<file path="config.mk">
export PLATFORM = sky130hd
export DESIGN_NAME = periodic_irq_divider
export DESIGN_NICKNAME = d
export VERILOG_FILES = /design/src/rtl/pid_pkg.sv /design/src/rtl/pid_ctrl.sv /design/src/rtl/pid_datapath.sv /design/src/rtl/periodic_irq_divider.sv
export SDC_FILE = /design/constraint.sdc
export NUM_CORES = 1
export LEC_CHECK = 0
export BUFFER_PORTS_ARGS = -buffer_cell sky130_fd_sc_hd__buf_2
export CORE_MARGIN = 2
export CORE_UTILIZATION = 52
export DETAILED_ROUTE_END_ITERATION = 16
export HOLD_SLACK_MARGIN = 0.08
export MAX_ROUTING_LAYER = met4
export PLACE_DENSITY = 0.73
export SYNTH_ARGS = -nofsm -noshare
export SYNTH_HDL_FRONTEND = slang
export SYNTH_HIERARCHICAL = 1
export SYNTH_SLANG_ARGS = --single-unit
</file>
<file path="constraint.sdc">
create_clock -name clk -period 1.9 [get_ports clk]
set_clock_uncertainty 0.1 [all_clocks]
set_input_delay 0.19 -clock clk [delete_from_list [all_inputs] [get_ports clk]]
set_output_delay 0.19 -clock clk [all_outputs]
set_load 0.01 [all_outputs]
</file>
<file path="src/rtl/pid_pkg.sv">
package pid_pkg;
  localparam int CODE_W = 4;
  localparam int CNT_W  = 15;

  // Strobes from control to datapath
  typedef struct packed {
    logic              run;
    logic              pieOn;
    logic              sqwOn;
    logic [CODE_W-1:0] effCode;
  } ctrlStrobes_t;
endpackage

</file>
<file path="src/rtl/pid_ctrl.sv">
module pid_ctrl
  import pid_pkg::*;
#(
  parameter int ALIAS1_CODE = 8,
  parameter int ALIAS2_CODE = 9
) (
  input  logic [CODE_W-1:0] rateCode,
  input  logic              pieEn,
  input  logic              sqwEn,
  output ctrlStrobes_t      strobes
);
  logic [CODE_W-1:0] effCode;

  // Short codes map onto slower rates
  always_comb begin
    case (rateCode)
      CODE_W'(1): effCode = CODE_W'(ALIAS1_CODE);
      CODE_W'(2): effCode = CODE_W'(ALIAS2_CODE);
      default:    effCode = rateCode;
    endcase
  end

  always_comb begin
    strobes.effCode = effCode;
    strobes.run     = (rateCode != '0) && (pieEn || sqwEn);
    strobes.pieOn   = pieEn;
    strobes.sqwOn   = sqwEn;
  end
endmodule

</file>
<file path="src/rtl/pid_datapath.sv">
module pid_datapath
  import pid_pkg::*;
(
  input  logic         clk,
  input  logic         rstN,
  input  logic         tick,
  input  ctrlStrobes_t strobes,
  output logic         flagPulse,
  output logic         irqPulse,
  output logic         sqwPulse
);
  logic [CNT_W-1:0] tickCnt;
  logic [CNT_W-1:0] nextCnt;
  logic [CNT_W-1:0] lowMask;
  logic             wrapHit;
  logic             eventHit;

  assign nextCnt = tickCnt + CNT_W'(1);

  // Mask bit i is set when i lies below (effCode - 1)
  for (genvar i = 0; i < CNT_W; i++) begin : g_mask
    assign lowMask[i] = int'(strobes.effCode) > (i + 1);
  end

  assign wrapHit  = (nextCnt & lowMask) == '0;
  assign eventHit = tick && strobes.run && wrapHit;

  always_ff @(posedge clk) begin
    if (!rstN) begin
      tickCnt <= '0;
    end else if (tick) begin
      tickCnt <= nextCnt;
    end
  end

  always_ff @(posedge clk) begin
    if (!rstN) begin
      flagPulse <= 1'b0;
      irqPulse  <= 1'b0;
      sqwPulse  <= 1'b0;
    end else begin
      flagPulse <= eventHit;
      irqPulse  <= eventHit && strobes.pieOn;
      sqwPulse  <= eventHit && strobes.sqwOn;
    end
  end
endmodule

</file>
<file path="src/rtl/periodic_irq_divider.sv">
module periodic_irq_divider
  import pid_pkg::*;
(
  input  logic              clk,
  input  logic              rstN,
  input  logic              tick,
  input  logic [CODE_W-1:0] rateCode,
  input  logic              pieEn,
  input  logic              sqwEn,
  output logic              flagPulse,
  output logic              irqPulse,
  output logic              sqwPulse
);
  ctrlStrobes_t strobes;

  pid_ctrl u_ctrl (
    .rateCode (rateCode),
    .pieEn    (pieEn),
    .sqwEn    (sqwEn),
    .strobes  (strobes)
  );

  pid_datapath u_dp (
    .clk       (clk),
    .rstN      (rstN),
    .tick      (tick),
    .strobes   (strobes),
    .flagPulse (flagPulse),
    .irqPulse  (irqPulse),
    .sqwPulse  (sqwPulse)
  );
endmodule

</file>
==> out/results.tsv, run 1 <==
stage	metric	value	unit
layout	Net count, final	188	
run	Max-Cap Viols	0	
layout	commonest cells after routing, fill and taps aside	buf_4, buf_2, xnor2_1	
power	Pleak	0.568	nW
cts	clock sink count	17	
cts	CTS HTree Levels	1	
synthesis	Synth Instances	147	
detailed_routing	first-pass detailed-route iteration total	4	
layout	n_diodes	0	
layout	most common cell after layout, fill and taps aside	buf_4	
detailed_routing	DR WL/cell	15.1	microns
worst_setup_path	crit path max fanout	7	
min_path	HP Class	primary input to register	
timing	RSZ-0062 raised after global routing	true	
synthesis	Post-Synth Adder-Cell Area	1.02	%
detailed_routing	DRC viols	0	
global_routing	largest net degree at the start of global routing	16	
outcome	status	finished, final reports clean	
worst_setup_path	critical path arrival	1.99	ns
cts	TritonCTS clock tree	yes	
synthesis	Async SR Flop Fraction	0	%
synthesis	fraction of synthesized area in multiplexers	2.87	%
detailed_routing	Via density	5.94	
detailed_routing	vias	1218	
timing	Slew Viols, Final	0	
synthesis	post-synthesis compound-gate area fraction	15.5	%
timing	final clock period utilization by the worst path	98.4	%
layout	cell area after layout	1540	sq um
cts	clock root buffer	clkbuf_4	
global_routing	Tot GR Track Use	23.5	%
synthesis	xor and xnor area share after synthesis	11.5	%
cts	Clock Tree Buf Depth	2	
synthesis	Post-synth top flop	dfxtp_1	
die	Top Ports	12	
timing	Final WS setup	0.0308	ns
timing	Hold Fails Final Rpt	0	
synthesis	Synth Area per Inst	8.31	sq um
placement	pre-CTS WS	-0.150	ns
synthesis	Simple-Gate Fraction of Synth Area	32.8	%
cts	Clock Latency Late Sink	0.29	ns
detailed_routing	drt first-iter violations	57	
worst_setup_path	data required time of the worst path	2.02	ns
global_routing	vias in the first global route	1078	
synthesis	Seq cells post-synth	17	
global_routing	first-pass GRT wire length	4660	microns
synthesis	Ys Warns	6	
detailed_routing	Detail Route Antenna Nets	0	
worst_setup_path	crit start category	register	
global_routing	initial antenna violation count	0	
timing	setup TNS	0	ns
layout	area grow syn2layout	25.8	%
cts	TritonCTS buffer count	3	
detailed_routing	WL final	3090	microns
die	row count	17	
power	maximum VDD drop	324	uV
synthesis	largest family of logic cells by synthesized area	simple AND/OR/NAND/NOR gates	
synthesis	sequential cell area fraction in the yosys report	27.9	%
timing	Slew Limit Headroom	67.1	%
die	Die Area	2750	sq um
layout	final core utilization	69.5	%
worst_setup_path	critical path class	register to register	
timing	post-layout min period	1.87	ns
timing	worst slew pin tran	0.493	ns
timing	Final setup viols	0	
global_routing	grt ovf	0	
placement	PortBufs	11	
power	Power Dens Cells	450	nW/um^2
placement	placer congestion estimate	0.943	
placement	final HPWL from detailed placement	2040	microns
synthesis	synthesized net count	157	
timing	Max Clock Freq	535	MHz
layout	layout cells sized above 1	36.2	%
die	Starting Density	55.2	%
synthesis	EDFF count, synth	0	
placement	Post-DP Area	1360	sq um
power	Design Power	691	uW
die	Core Area	2210	sq um
worst_setup_path	crit end category	register	
cts	clock slew at reported path FFs	0.11	ns
synthesis	mapped cell area	1220	sq um
die	Die Ht	52.5	microns
die	die width	52.5	microns
synthesis	count of unique library cells instantiated by Yosys	42	
worst paths after layout:
path | startpoint | endpoint | slack, ns | cells after the start
setup / recovery | u_dp/tickCnt[0] | u_dp/sqwPulse | 0.03 | 7
hold / removal | rstN | u_dp/tickCnt[11] | 0.15 | 2
setup reg to reg | u_dp/tickCnt[0] | u_dp/sqwPulse | 0.03 | 7
hold reg to reg | u_dp/tickCnt[7] | u_dp/tickCnt[7] | 0.42 | 2
through the flow:
step	instances	hold slack [ns]
floorplan	147	0.218
global placement	194	0.377
detailed placement	194	0.383
CTS	201	0.154
global route	205	0.159
finish	205	0.151
worst max-delay path: stages (launching register included):
cell and delay, ns:
dfxtp_2 0.37, buf_6 0.13, nand4_1 0.14, buf_4 0.18, o31a_1 0.23, o21ai_1 0.16
nand4b_1 0.21, nor4b_2 0.28
state kept, by name, summed over array words and instances, names as in the netlist:
register / flops
u_dp/flagPulse: 1
u_dp/irqPulse: 1
u_dp/tickCnt: 14
u_dp/sqwPulse: 1
routing by layer:
metal,GRT usage (%),vias up,part of all wire [%]
li1,-,597,-
met1,29.1,562,45
met2,38.3,49,48
met3,2.57,10,4.3
met4,11.1,0,3.0
met5,-,-,0
power breakdown:
| group | switching (mW) | total [mW] | internal (mW) |
|---|---|---|---|
| registers | 0.00555 | 0.366 | 0.361 |
| clock network | 0.121 | 0.199 | 0.0783 |
| logic | 0.0658 | 0.126 | 0.0600 |
cells in the mapped netlist, drive strengths merged (6+ instances only):
library cell   n  share of area (%)
nand4          6                4.3
xnor2         12                8.6
o21ai          7                3.2
nor4           7                3.6
dfxtp         17                 28
nor2          11                3.6
nand2          6                1.8
and2           7                3.6
nand3          6                2.5
nor3           8                3.3
buf            6                4.9
repair_timing:
item,4_1_cts,5_1_grt
pin swaps,1,7
hold buffers,2,0
gates resized for setup,1,23
buffers inserted,1,4
endpoints found under the setup margin,3,5
endpoints found under the hold margin,2,0
final cells by class:
type	instances	area [sq um]
inverter	5	18.8
fill	164	676
sequential	17	355
multi-input combinational	115	848
timing repair buffer	36	251
clock buffer	3	22.5
tap	28	35.0
clock inverter	1	5.00
cells by family after synthesis:
logic type	count (synthesis)
DFF	17
muxes	3
and+or+nand+nor	68
AOI/OAI and AO/OA	27
buffers and inverters	15
xor gates and xnor gates	16
adders and majority gates	1
No activity file was read; power rests on OpenSTA's default activity.
==> run 2: changes to the inputs <==
Settings changed: PLACE_DENSITY 0.73 to not set, PLACE_DENSITY_LB_ADDON set to 0.25.
==> out/results.tsv, run 2 (same netlist as run 1, synthesis figures left out) <==
stage	metric	value	unit	change
power	power share of the clock group	28.3	%	-0.5 points
timing	Slew Limit Headroom	71.3	%	+4.2 points
layout	Final Non-Filler Cells	206		+0.49%
die	row count	17		unchanged
timing	Max Clock Freq	520	MHz	-2.9%
layout	commonest cells after routing, fill and taps aside	buf_4, xnor2_1, buf_2		
die	Die Ht	52.5	microns	unchanged
cts	TritonCTS clock tree	yes		
power	sequential power share	53.7	%	+0.7 points
power	Internal Power	506	uW	+1.4%
cts	CTS HTree Levels	1		unchanged
worst_setup_path	crit start category	register		
cts	Clock Tree Buf Depth	2		unchanged
worst_setup_path	CP Buf/Inv Count	1		-1
worst_setup_path	critical path class	register to register		
detailed_routing	WL final	3100	microns	+0.29%
detailed_routing	vias	1250		+2.6%
global_routing	Tot GR Track Use	24.4	%	+0.86 points
layout	n_diodes	0		unchanged
placement	dpl cells	193		-0.52%
global_routing	vias in the first global route	1126		+4.5%
placement	PortBufs	11		unchanged
detailed_routing	Via density	6.07		+2.1%
placement	final HPWL from detailed placement	2010	microns	-1.1%
die	Die Area	2750	sq um	unchanged
cts	Clock Latency Late Sink	0.29	ns	about the same
timing	final hold slack	0.155	ns	+0.00430 ns
timing	Hold Fails Final Rpt	0		unchanged
min_path	HP Class	primary input to register		
layout	fill count	168		+2.4%
timing	RSZ-0062 raised after global routing	true		
power	Psw	182	uW	-5.6%
detailed_routing	DR WL/cell	15.0	microns	-0.20%
power	maximum VDD drop	303	uV	-6.3%
layout	cell area after layout	1540	sq um	about the same
placement	placer congestion estimate	0.935		-0.88%
detailed_routing	drt first-iter violations	78		+37%
detailed_routing	Detail Route Antenna Nets	0		unchanged
worst_setup_path	crit path max fanout	4		-3
timing	worst slew pin tran	0.429	ns	-0.0633 ns
run	Max-Cap Viols	0		unchanged
power	Switching Share	26.4	%	-1.4 points
worst_setup_path	Crit-path slowest cell	dfxtp_2		
layout	area grow syn2layout	25.7	%	about the same
cts	TritonCTS buffer count	3		unchanged
layout	Top reg by flops	u_dp/tickCnt		
power	Pleak	0.567	nW	-0.11%
layout	Net count, final	189		+0.53%
detailed_routing	DRC viols	0		unchanged
power	Gate power share	18.0	%	-0.2 points
outcome	status	finished, violations left		
worst_setup_path	crit end category	register		
cts	clock sink count	17		unchanged
detailed_routing	first-pass detailed-route iteration total	4		unchanged
worst_setup_path	data required time of the worst path	2.01	ns	about the same
global_routing	grt ovf	0		unchanged
cts	clock slew at reported path FFs	0.10	ns	about the same
layout	register area	350	sq um	-1.4%
timing	Final WS setup	-0.0248	ns	-0.0557 ns
global_routing	largest net degree at the start of global routing	16		unchanged
worst_setup_path	critical path arrival	2.04	ns	+0.05 ns
die	Top Ports	12		unchanged
global_routing	first-pass GRT wire length	4940	microns	+5.9%
power	Design Power	687	uW	-0.56%
placement	Post-DP Area	1350	sq um	-0.55%
timing	final clock period utilization by the worst path	101	%	+2.9 points
timing	setup TNS	-0.0434	ns	-0.0434 ns
layout	final core utilization	69.4	%	about the same
global_routing	initial antenna violation count	0		unchanged
layout	max FFs per register	14		unchanged
die	Core Area	2210	sq um	unchanged
placement	pre-CTS WS	-0.0968	ns	+0.0533 ns
worst_setup_path	max incr delay on CP	0.35	ns	-0.02 ns
layout	layout cells sized above 1	35.4	%	-0.76 points
timing	Final setup viols	2		+2
power	Power Dens Cells	448	nW/um^2	-0.48%
die	die width	52.5	microns	unchanged
outcome	violated checks	setup timing		
timing	Slew Viols, Final	0		unchanged
layout	Multi-input gate area	842	sq um	-0.74%
layout	most common cell after layout, fill and taps aside	buf_4		
worst_setup_path	cell family with most CP delay	simple AND/OR/NAND/NOR gates		
cts	clock root buffer	clkbuf_4		
die	Starting Density	55.2	%	unchanged
timing	post-layout min period	1.92	ns	+0.0557 ns
worst_setup_path	CP cell instances	ha_4 -> buf_4 -> a31oi_1 -> nor3_1 -> nor4_1 -> nand4b_1 -> nor4b_2		
==> run 2: final cells by class <==
cell class,instances,share of cell area (%)
Timing Repair Buffer,37,17.1
Multi-Input combinational cell,115,54.8
Inverter,5,1.22
Tap cell,28,2.28
Sequential cell,17,22.8
Clock buffer,4,1.71
==> run 2: power groups by stage <==
| stage | sequential, mW | clock, mW | combinational [mW] |
|---|---|---|---|
| 2_1_floorplan | 0.378 | 0 | 0.0700 |
| 3_3_place_gp | 0.374 | 0 | 0.0993 |
| 4_1_cts | 0.369 | 0.203 | 0.110 |
| 6_report | 0.369 | 0.195 | 0.124 |
| 5_1_grt | 0.370 | 0.216 | 0.135 |
| 3_5_place_dp | 0.374 | 0 | 0.104 |
==> run 2: path summary, 6_finish.rpt <==
kind                   start          endpoint  slack, ns  depth (start not counted)
max          u_dp/tickCnt[0]     u_dp/sqwPulse      -0.02                          7
min                     rstN  u_dp/tickCnt[11]       0.16                          2
max reg2reg  u_dp/tickCnt[0]     u_dp/sqwPulse      -0.02                          7
min reg2reg  u_dp/tickCnt[7]   u_dp/tickCnt[7]       0.44                          2
==> run 2: per-layer routing <==
metal  vias up  track usage (%)  wire length [microns]
li1        595                -                      -
met1       583             28.9                   1320
met2        60             42.3                   1450
met3        12             3.43                    228
met4         0             8.12                     97
met5         -                -                      0
==> run 2: timing repair <==
action,CTS,global route
gates resized for setup,11,10
buffers inserted,4,3
endpoints found under the setup margin,2,3
pin swaps,4,7
hold buffers,1,1
endpoints found under the hold margin,1,1
